`src/rtl/otag_pkg.sv`:
```
// Shared types for the op sampling tagger.
// Assumes: flag bit positions are fixed; both flag bits are read by software.
package otag_pkg;
    typedef enum logic { SEL_OPS = 1'b0, SEL_CYC = 1'b1 } sel_mode_e;
    typedef enum logic { ST_IDLE = 1'b0, ST_TRACK = 1'b1 } trk_state_e;
    localparam int FLG_W      = 2;
    localparam int FLG_DCMISS = 0;
    localparam int FLG_CYC    = 1;
endpackage

```
`src/rtl/otag_select.sv`:
```
// Selection counter: holds running count, limit and rotating pointer, and
// decides in the current cycle whether an op of the present group is tagged.
// Assumes: grp_size is 1..3 when grp_valid; arm is low while an op is in
// flight or a record is pending; restart pulses when tracking ends.
module otag_select
    import otag_pkg::*;
#(
    parameter int CNT_W = 20,
    parameter int GRP_W = 2
) (
    input  logic             clk,
    input  logic             rst_n,
    input  logic             enable,
    input  sel_mode_e        sel_mode,
    input  logic             arm,
    input  logic             restart,
    input  logic             ld_cur_en,
    input  logic [CNT_W-1:0] ld_cur_val,
    input  logic             ld_max_en,
    input  logic [CNT_W-1:0] ld_max_val,
    input  logic             grp_valid,
    input  logic [GRP_W-1:0] grp_size,
    output logic             tag_fire,
    output logic [GRP_W-1:0] tag_slot
);
    localparam int EXT_W = CNT_W + 1;

    logic [CNT_W-1:0] cur_q, cur_d, max_q, gap;
    logic [GRP_W-1:0] ptr_q, ptr_d;
    logic [EXT_W-1:0] sum, nxt, max_ext;

    // Pointer modulo group size; an illegal size of 0 picks slot 0.
    function automatic logic [GRP_W-1:0] rot_pick(input logic [GRP_W-1:0] p,
                                                  input logic [GRP_W-1:0] n);
        logic [GRP_W-1:0] r;
        r = '0;
        if (n != '0) r = p % n;
        return r;
    endfunction

    assign sum     = {1'b0, cur_q} + {{(EXT_W-GRP_W){1'b0}}, grp_size};
    assign nxt     = {1'b0, cur_q} + 1'b1;
    assign max_ext = {1'b0, max_q};
    assign gap     = max_q - cur_q - 1'b1;

    // Tag decision and next count for both selection modes.
    always_comb begin
        tag_fire = 1'b0;
        tag_slot = '0;
        cur_d    = cur_q;
        ptr_d    = ptr_q;
        if (enable && arm) begin
            if (sel_mode == SEL_OPS) begin
                if (grp_valid) begin
                    if (sum >= max_ext) begin
                        tag_fire = 1'b1;
                        tag_slot = (cur_q >= max_q) ? '0 : gap[GRP_W-1:0];
                        cur_d    = '0;
                    end else begin
                        cur_d = sum[CNT_W-1:0];
                    end
                end
            end else begin
                if (nxt >= max_ext) begin
                    cur_d = '0;
                    if (grp_valid) begin
                        tag_fire = 1'b1;
                        tag_slot = rot_pick(ptr_q, grp_size);
                        ptr_d    = ptr_q + 1'b1;
                    end
                end else begin
                    cur_d = nxt[CNT_W-1:0];
                end
            end
        end
        if (restart)   cur_d = '0;
        if (ld_cur_en) cur_d = ld_cur_val;
    end

    // Count, pointer and limit registers.
    always_ff @(posedge clk) begin
        if (!rst_n) begin
            cur_q <= '0;
            ptr_q <= '0;
            max_q <= '0;
        end else begin
            cur_q <= cur_d;
            ptr_q <= ptr_d;
            if (ld_max_en) max_q <= ld_max_val;
        end
    end
endmodule

```
`src/rtl/otag_track.sv`:
```
// Tracker: follows one tagged op to retirement or flush, times its stages
// and holds the finished record until acknowledged.
// Assumes: tag_fire only arrives while idle with no pending record; the
// per-op inputs refer to the tagged op and are ignored while idle.
module otag_track
    import otag_pkg::*;
#(
    parameter int LAT_W = 16
) (
    input  logic             clk,
    input  logic             rst_n,
    input  logic             tag_fire,
    input  sel_mode_e        tag_mode,
    input  logic             tag_complete,
    input  logic             tag_retire,
    input  logic             tag_flush,
    input  logic             tag_dcmiss,
    input  logic             smp_ack,
    output logic             busy,
    output logic             restart,
    output logic             smp_valid,
    output logic [LAT_W-1:0] smp_t2r,
    output logic [LAT_W-1:0] smp_c2r,
    output logic [LAT_W-1:0] smp_mlat,
    output logic [FLG_W-1:0] smp_flags
);
    trk_state_e       state_q;
    logic [LAT_W-1:0] t2r_q, c2r_q, ml_q, mhold_q;
    logic             cmp_seen_q, miss_seen_q, miss_pend_q, cyc_q;
    logic             done_ok;

    // Saturating increment for all latency counters.
    function automatic logic [LAT_W-1:0] sat_inc(input logic [LAT_W-1:0] v);
        return (&v) ? v : v + 1'b1;
    endfunction

    assign busy    = (state_q == ST_TRACK);
    assign restart = busy && (tag_flush || tag_retire);
    assign done_ok = busy && tag_retire && !tag_flush;

    // Tracking state machine and in-flight timers.
    always_ff @(posedge clk) begin
        if (!rst_n) begin
            state_q     <= ST_IDLE;
            t2r_q       <= '0;
            c2r_q       <= '0;
            ml_q        <= '0;
            mhold_q     <= '0;
            cmp_seen_q  <= 1'b0;
            miss_seen_q <= 1'b0;
            miss_pend_q <= 1'b0;
            cyc_q       <= 1'b0;
        end else if (!busy) begin
            if (tag_fire) begin
                state_q     <= ST_TRACK;
                t2r_q       <= '0;
                c2r_q       <= '0;
                ml_q        <= '0;
                mhold_q     <= '0;
                cmp_seen_q  <= 1'b0;
                miss_seen_q <= 1'b0;
                miss_pend_q <= 1'b0;
                cyc_q       <= (tag_mode == SEL_CYC);
            end
        end else if (tag_flush || tag_retire) begin
            state_q <= ST_IDLE;
        end else begin
            t2r_q <= sat_inc(t2r_q);
            if (tag_complete && !cmp_seen_q) begin
                cmp_seen_q <= 1'b1;
                c2r_q      <= '0;
            end else if (cmp_seen_q) begin
                c2r_q <= sat_inc(c2r_q);
            end
            if (tag_dcmiss && !miss_seen_q) begin
                miss_seen_q <= 1'b1;
                miss_pend_q <= !tag_complete;
                ml_q        <= '0;
            end else if (miss_pend_q) begin
                if (tag_complete) begin
                    mhold_q     <= sat_inc(ml_q);
                    miss_pend_q <= 1'b0;
                end else begin
                    ml_q <= sat_inc(ml_q);
                end
            end
        end
    end

    // Record capture on retirement, cleared by acknowledge.
    always_ff @(posedge clk) begin
        if (!rst_n) begin
            smp_valid <= 1'b0;
            smp_t2r   <= '0;
            smp_c2r   <= '0;
            smp_mlat  <= '0;
            smp_flags <= '0;
        end else if (done_ok) begin
            smp_valid             <= 1'b1;
            smp_t2r               <= sat_inc(t2r_q);
            smp_c2r               <= cmp_seen_q ? sat_inc(c2r_q) : '0;
            smp_mlat              <= miss_pend_q ? sat_inc(ml_q) : mhold_q;
            smp_flags[FLG_DCMISS] <= miss_seen_q || tag_dcmiss;
            smp_flags[FLG_CYC]    <= cyc_q;
        end else if (smp_ack) begin
            smp_valid <= 1'b0;
        end
    end
endmodule

```
`src/rtl/op_sample_tagger.sv`:
```
// Top of the op sampling tagger: joins the selection counter and tracker.
// Assumes: one tagged op at a time; selection is armed only when no op is
// in flight and no record awaits acknowledge.
module op_sample_tagger
    import otag_pkg::*;
#(
    parameter int CNT_W = 20,
    parameter int GRP_W = 2,
    parameter int LAT_W = 16
) (
    input  logic             clk,
    input  logic             rst_n,
    input  logic             enable,
    input  logic             sel_mode,
    input  logic             ld_cur_en,
    input  logic [CNT_W-1:0] ld_cur_val,
    input  logic             ld_max_en,
    input  logic [CNT_W-1:0] ld_max_val,
    input  logic             grp_valid,
    input  logic [GRP_W-1:0] grp_size,
    input  logic             tag_complete,
    input  logic             tag_retire,
    input  logic             tag_flush,
    input  logic             tag_dcmiss,
    input  logic             smp_ack,
    output logic             tag_fire,
    output logic [GRP_W-1:0] tag_slot,
    output logic             trk_busy,
    output logic             smp_valid,
    output logic [LAT_W-1:0] smp_t2r,
    output logic [LAT_W-1:0] smp_c2r,
    output logic [LAT_W-1:0] smp_mlat,
    output logic [FLG_W-1:0] smp_flags
);
    sel_mode_e mode;
    logic      arm, restart;

    assign mode = sel_mode_e'(sel_mode);
    assign arm  = !trk_busy && !smp_valid;

    otag_select #(.CNT_W(CNT_W), .GRP_W(GRP_W)) u_sel (
        .clk        (clk),
        .rst_n      (rst_n),
        .enable     (enable),
        .sel_mode   (mode),
        .arm        (arm),
        .restart    (restart),
        .ld_cur_en  (ld_cur_en),
        .ld_cur_val (ld_cur_val),
        .ld_max_en  (ld_max_en),
        .ld_max_val (ld_max_val),
        .grp_valid  (grp_valid),
        .grp_size   (grp_size),
        .tag_fire   (tag_fire),
        .tag_slot   (tag_slot)
    );

    otag_track #(.LAT_W(LAT_W)) u_trk (
        .clk          (clk),
        .rst_n        (rst_n),
        .tag_fire     (tag_fire),
        .tag_mode     (mode),
        .tag_complete (tag_complete),
        .tag_retire   (tag_retire),
        .tag_flush    (tag_flush),
        .tag_dcmiss   (tag_dcmiss),
        .smp_ack      (smp_ack),
        .busy         (trk_busy),
        .restart      (restart),
        .smp_valid    (smp_valid),
        .smp_t2r      (smp_t2r),
        .smp_c2r      (smp_c2r),
        .smp_mlat     (smp_mlat),
        .smp_flags    (smp_flags)
    );
endmodule

```
`config.mk`:
```
export PLATFORM = sky130hd
export DESIGN_NAME = op_sample_tagger
export DESIGN_NICKNAME = d
export VERILOG_FILES = /design/src/rtl/otag_pkg.sv /design/src/rtl/otag_select.sv /design/src/rtl/otag_track.sv /design/src/rtl/op_sample_tagger.sv
export SDC_FILE = /design/constraint.sdc
export NUM_CORES = 1
export LEC_CHECK = 0
export CORE_ASPECT_RATIO = 2
export CORE_MARGIN = 2
export CORE_UTILIZATION = 45
export DETAILED_ROUTE_END_ITERATION = 12
export DONT_BUFFER_PORTS = 1
export SLEW_MARGIN = 20
export SYNTH_ARGS = -nofsm -noshare
export SYNTH_HDL_FRONTEND = slang
export SYNTH_HIERARCHICAL = 1
export SYNTH_SLANG_ARGS = --single-unit
export TNS_END_PERCENT = 20
```
`constraint.sdc`:
```
create_clock -name clk -period 5.37 [get_ports clk]
set_clock_uncertainty 0.1 [all_clocks]
set_input_delay 0.537 -clock clk [delete_from_list [all_inputs] [get_ports clk]]
set_output_delay 0.537 -clock clk [all_outputs]
set_load 0.005 [all_outputs]
```
## Yosys cells after proc, flatten, opt, wreduce, memory -nomap -nowiden

Cells that the tools add are included.

- Register bits after elaboration: 162
- Input port bits: 54
- Output and inout bits: 55
- Logic and storage cells: 131

- $add $sub $neg: 8
- Divide/modulo/power cells: 1
- $lt $le $gt $ge: 3
- Eq/ne operators: 9
- Multiplexer cells: 60
- Bitwise gates (word level): 1
- Reduce and logical (&&, ||, !) cells: 32

Operators by type and width:

| operator | count |
|---|---|
| two-way mux 16 bit | 22 |
| two-way mux 20 bit | 7 |
| adder 16 x 1 -> 16 bit (second input constant) | 3 |
| AND reduction 16 bit | 3 |
| >= comparator 21 x 20 -> 1 bit | 2 |
| two-way mux 1 bit | 23 |
| adder 20 x 1 -> 21 bit (second input constant) | 1 |
| adder 20 x 2 -> 21 bit | 1 |
| >= comparator 20 bit | 1 |
| two-way mux 2 bit | 8 |
| != test 2 bit (second input constant) | 6 |
| != test 3 bit (second input constant) | 3 |
| AND reduction 3 bit | 3 |
| AND reduction 4 bit | 2 |
| logical AND 1 bit | 7 |
| zero test 1 bit | 6 |
| AND reduction 2 bit | 3 |
| nonzero test 2 bit | 3 |
| AND reduction 5 bit | 1 |
| nonzero test 4 bit | 1 |
| nonzero test 3 bit | 1 |
| adder 2 x 1 -> 2 bit (second input constant) | 1 |
| logical OR 1 bit | 2 |
| remainder unit 2 x 2 -> 2 bit | 1 |
| 3 further kinds | 3 |

## Depth between registers and ports, before layout

Gate-level depths: netlist (run 1).

- Word-level depth: 8
- Gate-level depth with buffers: 21
- Depth with buffers taken out: 18

## Hierarchy

Netlist (run 1), hierarchy kept.

By module, submodules not included:

| module | times used | cells each | area an instance (µm²) | seq. area each (µm²) |
|---|---|---|---|---|
| otag_track | 1 | 740 | 6087.1 | 2402.3 |
| otag_select | 1 | 538 | 4424.2 | 840.8 |
| op_sample_tagger | 1 | 1 | 3.8 | 0.0 |

## Worst setup path before layout (run 1)

OpenSTA, ideal clock, no wires.

- Kind: input to register
- From: input port grp_size[0]
- To: register u_trk.c2r_q[9]
- Setup time: 0.086 ns
- Arrival time: 4.201 ns
- Required time: 5.184 ns
- Setup slack: 0.984 ns
- Stages on the path: 19
- Path buffers: 3
- Cells stage by stage: ha_1 fa_1 nand3_2 or3_1 buf_4 nor2_1 xor2_1 ha_1 a21o_1 a221oi_2 nand3_4 o32ai_4 buf_2 nor2_1 nand2b_1 clkbuf_1 o21a_1 nand2_1 a211oi_1

- Word-level cells in the longest chain between the ends: 8

Ends and longest elaborated chain:

| item | line | RTL |
|---|---|---|
| start, declared | op_sample_tagger.sv:20 | `input logic [GRP_W-1:0] grp_size,` |
| adder 20 x 2 -> 21 bit | otag_select.sv:41 | `assign sum = {1'b0, cur_q} + {{(EXT_W-GRP_W){1'b0}}, grp_size};` |
| >= comparator 21 x 20 -> 1 bit | otag_select.sv:55 | `if (sum >= max_ext) begin` |
| two-way mux 1 bit | otag_select.sv:55 |  |
| two-way mux 1 bit | otag_select.sv:54 | `if (grp_valid) begin` |
| two-way mux 1 bit | otag_select.sv:53 | `if (sel_mode == SEL_OPS) begin` |
| two-way mux 1 bit | otag_select.sv:52 | `if (enable && arm) begin` |
| named net tag_fire | op_sample_tagger.sv:26 | `output logic tag_fire,` |
| nonzero test 2 bit (no source line) | n/a |  |
| AND reduction 3 bit (no source line) | n/a |  |
| end signal, assigned | otag_track.sv:73 | `c2r_q <= sat_inc(c2r_q);` |
| end, declared | otag_track.sv:28 | `logic [LAT_W-1:0] t2r_q, c2r_q, ml_q, mhold_q;` |

The timed path passes the listed nets, and every way through them passes these cells.
A chain may end at the register's enable or synchronous reset.

## Final worst setup path (run 1)

- From: register u_sel.cur_q[1]
- To: output port tag_slot[1]

- Word-level cells in the longest chain between the ends: 7
- Elaborated cells on any way between the ends: 13
- Classes of those cells: add/sub: 4; order compare: 3; mux: 6

Ends and longest elaborated chain:

| item | line | RTL |
|---|---|---|
| start, declared | otag_select.sv:28 | `logic [CNT_W-1:0] cur_q, cur_d, max_q, gap;` |
| start signal, assigned | otag_select.sv:87 | `cur_q <= cur_d;` |
| parallel branches: the longest is 5 deep, another holds adder 20 x 2 -> 21 bit | n/a |  |
| two-way mux 2 bit (*) | otag_select.sv:53 |  |
| two-way mux 2 bit (*) | otag_select.sv:52 |  |
| end, declared | op_sample_tagger.sv:27 | `output logic [GRP_W-1:0] tag_slot,` |

Every way passes the cells marked *.

==> metrics.txt, run 1 <==
outcome=completed; GRT met3 Usage=between 5 and 6%; met1 Use GR=between 20% and 30%; Setup CP Type=reg2out; register bit total from synthesis=~160; Starting DRT DRC Count=~520; CORE AREA=23100 um^2; Die ar.=roughly 25000 um^2; H-Tree Depth=4; synthesized cell area=10500 um^2; final hold viol count=0; dpl hpwl=24.2 mm; CTS sink cnt=between 150 and 200; Max Slew Vio Count=0; Rows=79; Ports=between 100 and 150; DRC Markers=0; Cells after Synth=1279; Synth cell types=98; max_cap viols=0; GRT busiest layer=met2; Ant. Diodes=0; TritonCTS clock tree=yes; Avg Inst Size Synth=8.22 um^2; largest net degree at the start of global routing=106; first-pass GRT wire length=around 50 mm; Final TNS setup=0 ps; Leak=4.24 nW; GP Congestion=0.950; DR pass1 iterations=5; Max Fanout on Critical Path=7; ys async rst share=0%; Via density=6.20; Hold Buf Count CTS=0; ys flop type=dfxtp_1; number of port buffers=0; routing usage on met2=between 50% and 60%; Fmax=approximately 200 MHz; NumNets Final=between 1k and 1.5k; placed cells=1489; Synth Net Count=1405; Die Ht=about 220 um; Final Instance Count excl. Fillers=1521; Chip Width=between 100 and 150 um; GRT Resource Usage Total=between 20 and 30%; relative slew slack=a little over a third; per-cell routed wire length=roughly 21 um; RSZ-0062 raised after global routing=no; grt ovf=0; Final period util=90.6%; Worst Max-Slew Pin Slew=a little under 1000 ps; via count=9430; startpoint types=flop; number of global-route vias before repair=a little over 9k; setup repair bufs after CTS=0; initial antenna violation count=0; Ys Warns=6; CP Data Required Time=4730 ps; crit path capture type=primary output; Total Wirelength=32.2 mm; hold_ws=roughly 87 ps; P&R area growth vs syn=5.68%; crit path DAT=between 4000 and 5000 ps; CTS Root Cell=clkbuf_16; min Tclk post-route=~5000 ps; Post-synth EDFFs=0; Detail Route Antenna Nets=0; post-cts sizing count=0; VDD IR max=~0.00027 V; Hold Crit Class=in2reg; layout cells sized above 1=under 10%; Initial Utilization=between 40% and 50%; Clock Latency Late Sink=about 450 ps; total CTS buffers=17; post-synthesis sequential area ratio=between 30% and 40%; clock-pin slew on the worst setup and hold paths=around 70 ps; final setup violation count=0; clk buf depth=2; power per cell area=255 nW/um^2
where the power goes:
group	total (mW)	internal, mW	switching (mW)
clock network	1.17	0.602	0.568
logic	0.398	0.159	0.239
registers	1.27	1.23	0.0388
total	2.84	1.99	0.846
synth_stat cells (all sizes together), types with 4 or more instances:
cell | number | area share, %
o31ai | 4 | 0.33
clkbuf | 51 | 2.1
a311oi | 4 | 0.33
o221ai | 6 | 0.50
or2 | 8 | 0.48
xnor2 | 42 | 3.5
or3 | 8 | 0.49
ha | 70 | 8.3
nand3 | 63 | 3.2
o211ai | 6 | 0.43
and3 | 29 | 1.8
a211oi | 6 | 0.43
nor4 | 16 | 1.2
and4 | 13 | 1.1
inv | 35 | 1.2
o21a | 7 | 0.50
a22oi | 14 | 1.0
mux2i | 31 | 3.0
nand2b | 22 | 1.4
dfxtp | 162 | 31
a21o | 26 | 1.9
a31oi | 23 | 1.4
nand2 | 115 | 4.2
a31o | 4 | 0.33
a21oi | 109 | 5.3
o2bb2ai | 11 | 0.92
a41oi | 5 | 0.42
a21boi | 9 | 0.64
nand4 | 33 | 2.4
o21ai | 87 | 4.2
nor2 | 71 | 2.6
or4 | 4 | 0.29
o22ai | 9 | 0.54
nor3 | 28 | 1.7
nor2b | 23 | 1.4
buf | 40 | 2.2
and2 | 8 | 0.50
o311ai | 5 | 0.42
xor2 | 25 | 2.1
final cells by class:
cell class / instances / area (um^2)
sequential: 162 / 3240
clock inverter: 15 / 125
clock buffer: 17 / 425
fill: 2301 / 12000
multi-input combinational: 990 / 6690
timing repair buffer: 18 / 135
inverter: 36 / 135
tap: 283 / 354
path summary, 6_finish.rpt:
path | start | endpoint | slack [ps] | depth (start not counted)
worst min-delay path | tag_complete | u_trk/miss_pend_q | 90 | 1
worst max-delay path | u_sel/cur_q[1] | tag_slot[1] | 500 | 13
worst min register to register | u_trk/smp_c2r[13] | u_trk/smp_c2r[13] | 350 | 2
worst max register to register | u_sel/cur_q[1] | u_trk/t2r_q[14] | 740 | 17
cell usage in the layout (no fill, tap or decap), drive strengths merged, types with 6 or more instances in the layout:
cell     instances
or3              8
clkinv           6
nor2            71
or2              8
ha              70
and2             8
o21a             7
inv             41
nand2b          22
o22ai            9
o211ai           6
o221ai           6
dfxtp          162
nor3            28
a211oi           6
xor2            25
nand3           63
a21o            26
a21boi           9
mux2i           31
a31oi           23
nand2          115
and3            29
xnor2           42
buf             18
and4            13
nor4            16
o21ai           87
nor2b           23
o2bb2ai         11
nand4           33
a21oi          109
a22oi           14
clkbuf          17
flip-flops by register name, indices dropped and copies added, names as in the netlist, 16 cells and up:
register and cells:
u_sel/max_q 20, u_trk/smp_mlat 16, u_trk/t2r_q 16, u_sel/cur_q 20, u_trk/ml_q 16, u_trk/mhold_q 16, u_trk/c2r_q 16, u_trk/smp_c2r 16
u_trk/smp_t2r 16
kinds of logic (layout without fill, tap and decap cells):
family / after synthesis / after routing / synth area share [%]
compound gates: 362 / 362 / 22.2
xor+xnor: 67 / 67 / 5.58
fa+ha+maj: 72 / 72 / 8.71
buf+inv: 127 / 86 / 5.57
flops: 162 / 162 / 30.8
mux: 34 / 34 / 3.27
simple gates: 455 / 455 / 23.8
per-layer routing:
| metal | vias up | share of wire [%] |
|---|---|---|
| li1 | 4594 | - |
| met1 | 4474 | 34 |
| met2 | 268 | 56 |
| met3 | 94 | 4.5 |
| met4 | 0 | 5.8 |
| met5 | - | 0 |
critical path, cell delays in order, from the launching register on:
cell,delay (ps)
dfxtp_1,490
ha_1,270
nand3_1,210
or3_1,480
nor2_1,150
xor2_1,80
ha_1,310
nand4_1,300
nor4_1,470
a2111oi_2,100
o2111ai_2,290
nand3_1,230
nor3_1,250
a31o_2,150
through the flow:
stage                     setup WS [ps]  util [%]  cell area (um^2)  power [mW]
after floorplan                     984         -             10500        1.59
after global placement              858      45.7             10600        1.68
after detailed placement            791      45.7             10600        1.69
after CTS                           532      48.0             11100        2.87
after global routing                287      48.0             11100        2.96
final                               504      48.0             11100        2.84
(Power assumes the default switching activity.)
==> run 2, diff against run 1 <==
--- a/config.mk
+++ b/config.mk
@@ -6,10 +6,11 @@
 export NUM_CORES = 1
 export LEC_CHECK = 0
 export CORE_ASPECT_RATIO = 2
-export CORE_MARGIN = 2
+export CORE_MARGIN = 1
 export CORE_UTILIZATION = 45
 export DETAILED_ROUTE_END_ITERATION = 12
 export DONT_BUFFER_PORTS = 1
+export SKIP_CTS_REPAIR_TIMING = 1
 export SLEW_MARGIN = 20
 export SYNTH_ARGS = -nofsm -noshare
 export SYNTH_HDL_FRONTEND = slang
==> constraint.sdc (replaced) <==
create_clock -name clk -period 5.37 [get_ports clk]
set_clock_uncertainty 0.1 [all_clocks]
set_input_delay 0.537 -clock clk [delete_from_list [all_inputs] [get_ports clk]]
set_output_delay 0.537 -clock clk [all_outputs]
set_load 0.05 [all_outputs]
==> metrics.txt, run 2 (synthesis gave the netlist of run 1 again) <==
Die Ht=218 um; layout cells sized above 1=between 7 and 8%; P&R area growth vs syn=5.77%; NumNets Final=around 1.4k; commonest non-fill, non-tap cell in the layout=dfxtp_1; largest net degree at the start of global routing=106; Worst Max-Slew Pin Slew=967 ps; Regs by FF count=u_sel/cur_q (20), u_sel/max_q (20); Hold Crit Class=in2reg; relative slew slack=between 30% and 40%; Initial Utilization=46.0%; crit path DAT=between 4000 and 5000 ps; hold_ws=between 90 and 100 ps; Flop pwr share=between 40% and 50%; grt ovf=0; CTS Root Cell=clkbuf_16; CP Data Required Time=4730 ps; critical-path cell list=ha_1 -> fa_1 -> nand3_2 -> or3_1 -> nor2_1 -> xor2_1 -> ha_1 -> nand3_1 -> nor4_1 -> o2111a_1 -> o31a_1 -> a31o_2; via count=9466; slowest stage delay, CP=between 500 and 600 ps; Die ar.=24000 um^2; Rows=78; Final period util=93.0%; GP Congestion=a little over 1; Final TNS setup=0 ps; TritonCTS clock tree=yes; Clock power frac=41.5%; initial antenna violation count=0; Slowest-stage cell, CP=nor4_1; Max Slew Vio Count=0; Clock Latency Late Sink=450 ps; crit path capture type=primary output; Starting DRT DRC Count=511; startpoint types=flop; Detail Route Antenna Nets=0; number of global-route vias before repair=roughly 9.5k; power per cell area=260 nW/um^2; VDD IR max=0.000225 V; Via density=6.24; H-Tree Depth=4; RSZ-0062 raised after global routing=no; CP top delay family=simple AND/OR/NAND/NOR gates; Logic pwr share=14.2%; first-pass GRT wire length=50.4 mm; dpl hpwl=~24 mm; DR pass1 iterations=5; final setup violation count=0; total CTS buffers=17; Switching Fraction=between 20 and 30%; number of port buffers=0; Net Sw Power=approximately 0.85 mW; Fillers=~2.3k; per-cell routed wire length=between 20 and 25 um; CTS sink cnt=roughly 160; Ports=109; max_cap viols=0; Ant. Diodes=0; clk buf depth=2; CORE AREA=22800 um^2; cell internal pwr=just over 2 mW; clock-pin slew on the worst setup and hold paths=about 70 ps; final hold viol count=0; commonest non-fill, non-tap cells in the layout=dfxtp_1, nand2_1, a21oi_1; Chip Width=approximately 110 um; WP buf/inv=0; CP most frequent cell=ha_1; min Tclk post-route=4990 ps; Fmax=200 MHz; Leak=4.24 nW; Total Wirelength=around 32 mm; Setup CP Type=reg2out; outcome=completed; Max Fanout on Critical Path=8; GRT Resource Usage Total=27.9%; DRC Markers=0
run 2: changes by cell type in the layout (fill, tap and decap cells not counted):
cell and change:
buf_4 -1, bufinv_16 +1, clkbuf_1 +1, clkbuf_8 +1, inv_6 -3
run 2: final cells by class:
class	instances	area [um^2]	share of cell area [%]
multi-input cells	990	6690	60.2
flip-flops and latches	162	3240	29.2
clock buffers	19	443	3.98
well taps	280	350	3.15
inverters	36	135	1.21
clock inverters	13	129	1.16
repair buffers	17	128	1.15
run 2: final timing paths:
path | startpoint | end | slack [ps] | cells after the start
setup / recovery | u_sel/cur_q[0] | tag_slot[1] | 380 | 12
setup reg to reg | u_sel/cur_q[0] | u_trk/c2r_q[4] | 410 | 17
hold reg to reg | u_trk/mhold_q[5] | u_trk/mhold_q[5] | 360 | 1
hold / removal | tag_complete | u_trk/miss_pend_q | 100 | 1
run 2: layer usage:
| layer | wire, um | GRT usage, % |
|---|---|---|
| met5 | 0 | 0 |
| met4 | 1880 | 17.1 |
| met3 | 1450 | 5.88 |
| met2 | 18000 | 53.9 |
| met1 | 11000 | 25.2 |
run 2: metrics by stage:
stage          instance area [um^2]  power, mW  std cells  setup slack, ps  utilization, %
3_3_place_gp                  10500       1.70       1485              597            46.2
5_1_grt                       11100       3.02       1517              154            48.7
2_1_floorplan                 10500       1.61       1279              401               -
4_1_cts                       11100       2.92       1517              422            48.7
3_5_place_dp                  10500       1.71       1485              445            46.2
6_report                      11100       2.89       1517              376            48.7
run 2: worst reg2reg max path, stage by stage (launching register included):
cell and delay (ps):
dfxtp_1 470, ha_1 250, fa_1 260, nand3_2 190, or3_1 470, nor2_1 170
xor2_1 80, ha_1 310, nand3_1 110, nor4_1 570, o2111a_1 350, o32ai_4 110
nor2_1 240, nand2b_1 350, o21a_1 270, nand2_1 220, o21ai_0 120, a21o_1 200
run 2: power groups by stage:
stage / logic [mW] / registers [mW] / clock network [mW]
after floorplan: 0.324 / 1.28 / 0
after global placement: 0.398 / 1.31 / 0
after detailed placement: 0.404 / 1.31 / 0
after CTS: 0.407 / 1.28 / 1.23
after global routing: 0.451 / 1.28 / 1.28
final: 0.410 / 1.28 / 1.20
==> run 3, diff against run 2 <==
--- a/config.mk
+++ b/config.mk
@@ -8,12 +8,13 @@
 export CORE_ASPECT_RATIO = 2
 export CORE_MARGIN = 1
 export CORE_UTILIZATION = 45
+export CTS_BUF_LIST = sky130_fd_sc_hd__clkbuf_4 sky130_fd_sc_hd__clkbuf_8
 export DETAILED_ROUTE_END_ITERATION = 12
 export DONT_BUFFER_PORTS = 1
+export GPL_TIMING_DRIVEN = 0
 export SKIP_CTS_REPAIR_TIMING = 1
 export SLEW_MARGIN = 20
 export SYNTH_ARGS = -nofsm -noshare
 export SYNTH_HDL_FRONTEND = slang
-export SYNTH_HIERARCHICAL = 1
 export SYNTH_SLANG_ARGS = --single-unit
 export TNS_END_PERCENT = 20
==> metrics.txt, run 3 <==
outcome=completed; Ant. Diodes=0; Final period util=about 99%; via count=9354; number of port buffers=0; Yosys top cell by area=dfxtp_1; synth top area cells=dfxtp_1, ha_1, nor2_1; final hold viol count=0; dpl hpwl=26.9 mm; post-synthesis sequential area ratio=32.9%; area share of the largest cell type after synthesis=~33%; relative slew slack=roughly a quarter; Leak=roughly 4.0 nW; flop2flop setup slack=roughly 270 ps; Total Wirelength=around 34 mm; DRC Markers=0; Hold Crit Class=in2reg; clk buf depth=2; Ports=~110; Initial Utilization=between 40 and 50%; first-pass GRT wire length=approximately 51 mm; H-Tree Depth=4; min Tclk post-route=5330 ps; Reg2Reg Launch Point=u_sel.cur_q[1]; Synth Net Count=approximately 1.4k; ys async rst share=0%; largest net degree at the start of global routing=17; GRT Resource Usage Total=between 30% and 40%; register bit total from synthesis=162; commonest non-fill, non-tap cell in the layout=nor2_1; CORE AREA=21500 um^2; NumNets Final=roughly 1.4k; total CTS buffers=17; GP Congestion=between 0.9 and 1; number of global-route vias before repair=roughly 9.2k; R2R cell count=18; hold path start=ld_max_val[16]; hold depth=2; Clock Latency Late Sink=a little over 500 ps; Fmax=188 MHz; CP Data Required Time=~4700 ps; Commonest cells post-synth=nor2_1, dfxtp_1, nand2_1; count leader, synth=nor2_1; CTS Root Cell=clkbuf_8; commonest non-fill, non-tap cells in the layout=nor2_1, dfxtp_1, nand2_1; placed cells=roughly 1.5k; DR pass1 iterations=7; Post-synth EDFFs=0; Die ar.=~23000 um^2; power per cell area=252 nW/um^2; Regs by FF count=u_sel.cur_q (20), u_sel.max_q (20); Ys Warns=0; ys flop type=dfxtp_1; P&R area growth vs syn=9.79%; Chip Width=between 100 and 150 um; Cells after Synth=about 1.2k; TritonCTS clock tree=yes; Final Instance Count excl. Fillers=1560; crit path DAT=4690 ps; startpoint types=flop; Via density=about 6.0; Die Ht=between 200 and 250 um; synthesized cell area=9870 um^2; layout cells sized above 1=between 7 and 8%; Setup CP Type=reg2out; WHS Endpoint=u_sel.max_q[16]; per-cell routed wire length=roughly 22 um; Rows=76; CTS sink cnt=roughly 160; clock-pin slew on the worst setup and hold paths=approximately 90 ps; Core Util, Final=50.4%; crit path capture type=primary output; Max Slew Vio Count=0; final setup violation count=0; Max Fanout on Critical Path=5; Starting DRT DRC Count=428; Avg Inst Size Synth=slightly below 8 um^2; RR Endpoint=u_sel.cur_q[9]; VDD IR max=slightly above 0.0002 V; grt ovf=0; Detail Route Antenna Nets=0; Worst Max-Slew Pin Slew=~1100 ps; max_cap viols=0; initial antenna violation count=0; Synth cell types=76
[run 3: cell count changes in the layout (fill, tap and decap cells not counted), moves of 14 or more]
cell,delta
a21o_1,-17
a21oi_1,-19
and3_1,-19
clkbuf_1,+59
clkbuf_16,-17
clkbuf_8,+19
inv_1,+14
nand2_1,-17
nor2_1,+104
nor2b_1,-18
o31ai_1,+15
[run 3: cells by family (layout without fill, tap and decap cells)]
logic type	count (synthesis)	in the layout	synth area share (%)
and+or+nand+nor	453	453	21.4
AOI/OAI and AO/OA	321	321	20.8
DFF	162	162	32.9
buffers and inverters	130	169	5.27
xor gates and xnor gates	73	73	6.48
adders and majority gates	72	72	9.28
muxes	37	37	3.84
[run 3: worst max path at each step]
stage,from,endpoint,cells after the start
2_1_floorplan,grp_size[1],tag_slot[0],14
3_3_place_gp,grp_size[1],tag_slot[0],14
3_5_place_dp,grp_size[1],tag_slot[1],14
4_1_cts,u_sel.cur_q[0],tag_slot[1],14
5_1_grt,u_sel.cur_q[5],tag_slot[1],16
6_report,u_sel.cur_q[1],tag_slot[1],17
[run 3: critical path, stage by stage, from the launching register on]
cell and delay [ps]:
dfxtp_4 350, ha_1 280, a21o_4 150, or4b_4 490, or2_1 240, buf_6 150, xnor2_1 130, ha_1 300
nand4_1 70, buf_4 170, nor2_1 90, o21ai_0 290, a2111oi_2 420, buf_4 210, o211a_1 210, nand4_1 120
buf_6 170, o22ai_4 340
[run 3: routing by layer]
metal | track usage [%] | wire length [um] | up-vias
met4 | 22.6 | 2250 | 0
met1 | 27.4 | 11300 | 4415
met3 | 6.65 | 1730 | 117
li1 | - | - | 4518
met5 | 0 | 0 | -
met2 | 58.6 | 19000 | 304
[run 3: cell type report]
| class | count | area, um^2 |
|---|---|---|
| flip-flops and latches | 162 | 3250 |
| repair buffers | 7 | 56.3 |
| clock buffers | 22 | 290 |
| fillers | 2217 | 10700 |
| well taps | 273 | 342 |
| clock inverters | 10 | 101 |
| plain buffers | 80 | 343 |
| inverters | 50 | 195 |
| multi-input cells | 956 | 6250 |
[run 3: stage by stage]
step | power [mW] | worst slack [ps] | instance area (um^2) | hold slack (ps) | TNS (ps)
4_1_cts | 2.71 | -1370 | 10600 | 57.9 | -23090
5_1_grt | 2.85 | -94.0 | 10800 | 72.4 | -154
3_3_place_gp | 1.80 | -883 | 10200 | 352 | -23630
6_report | 2.73 | 44.9 | 10800 | 80.8 | 0
2_1_floorplan | 1.64 | 613 | 9870 | 329 | 0
3_5_place_dp | 1.80 | -883 | 10200 | 358 | -26370
[run 3: report_power, final]
| part | internal [mW] | switching (mW) | leakage [nW] |
|---|---|---|---|
| registers | 1.23 | 0.0431 | 1.31 |
| logic | 0.194 | 0.355 | 2.46 |
| clock network | 0.417 | 0.496 | 0.193 |
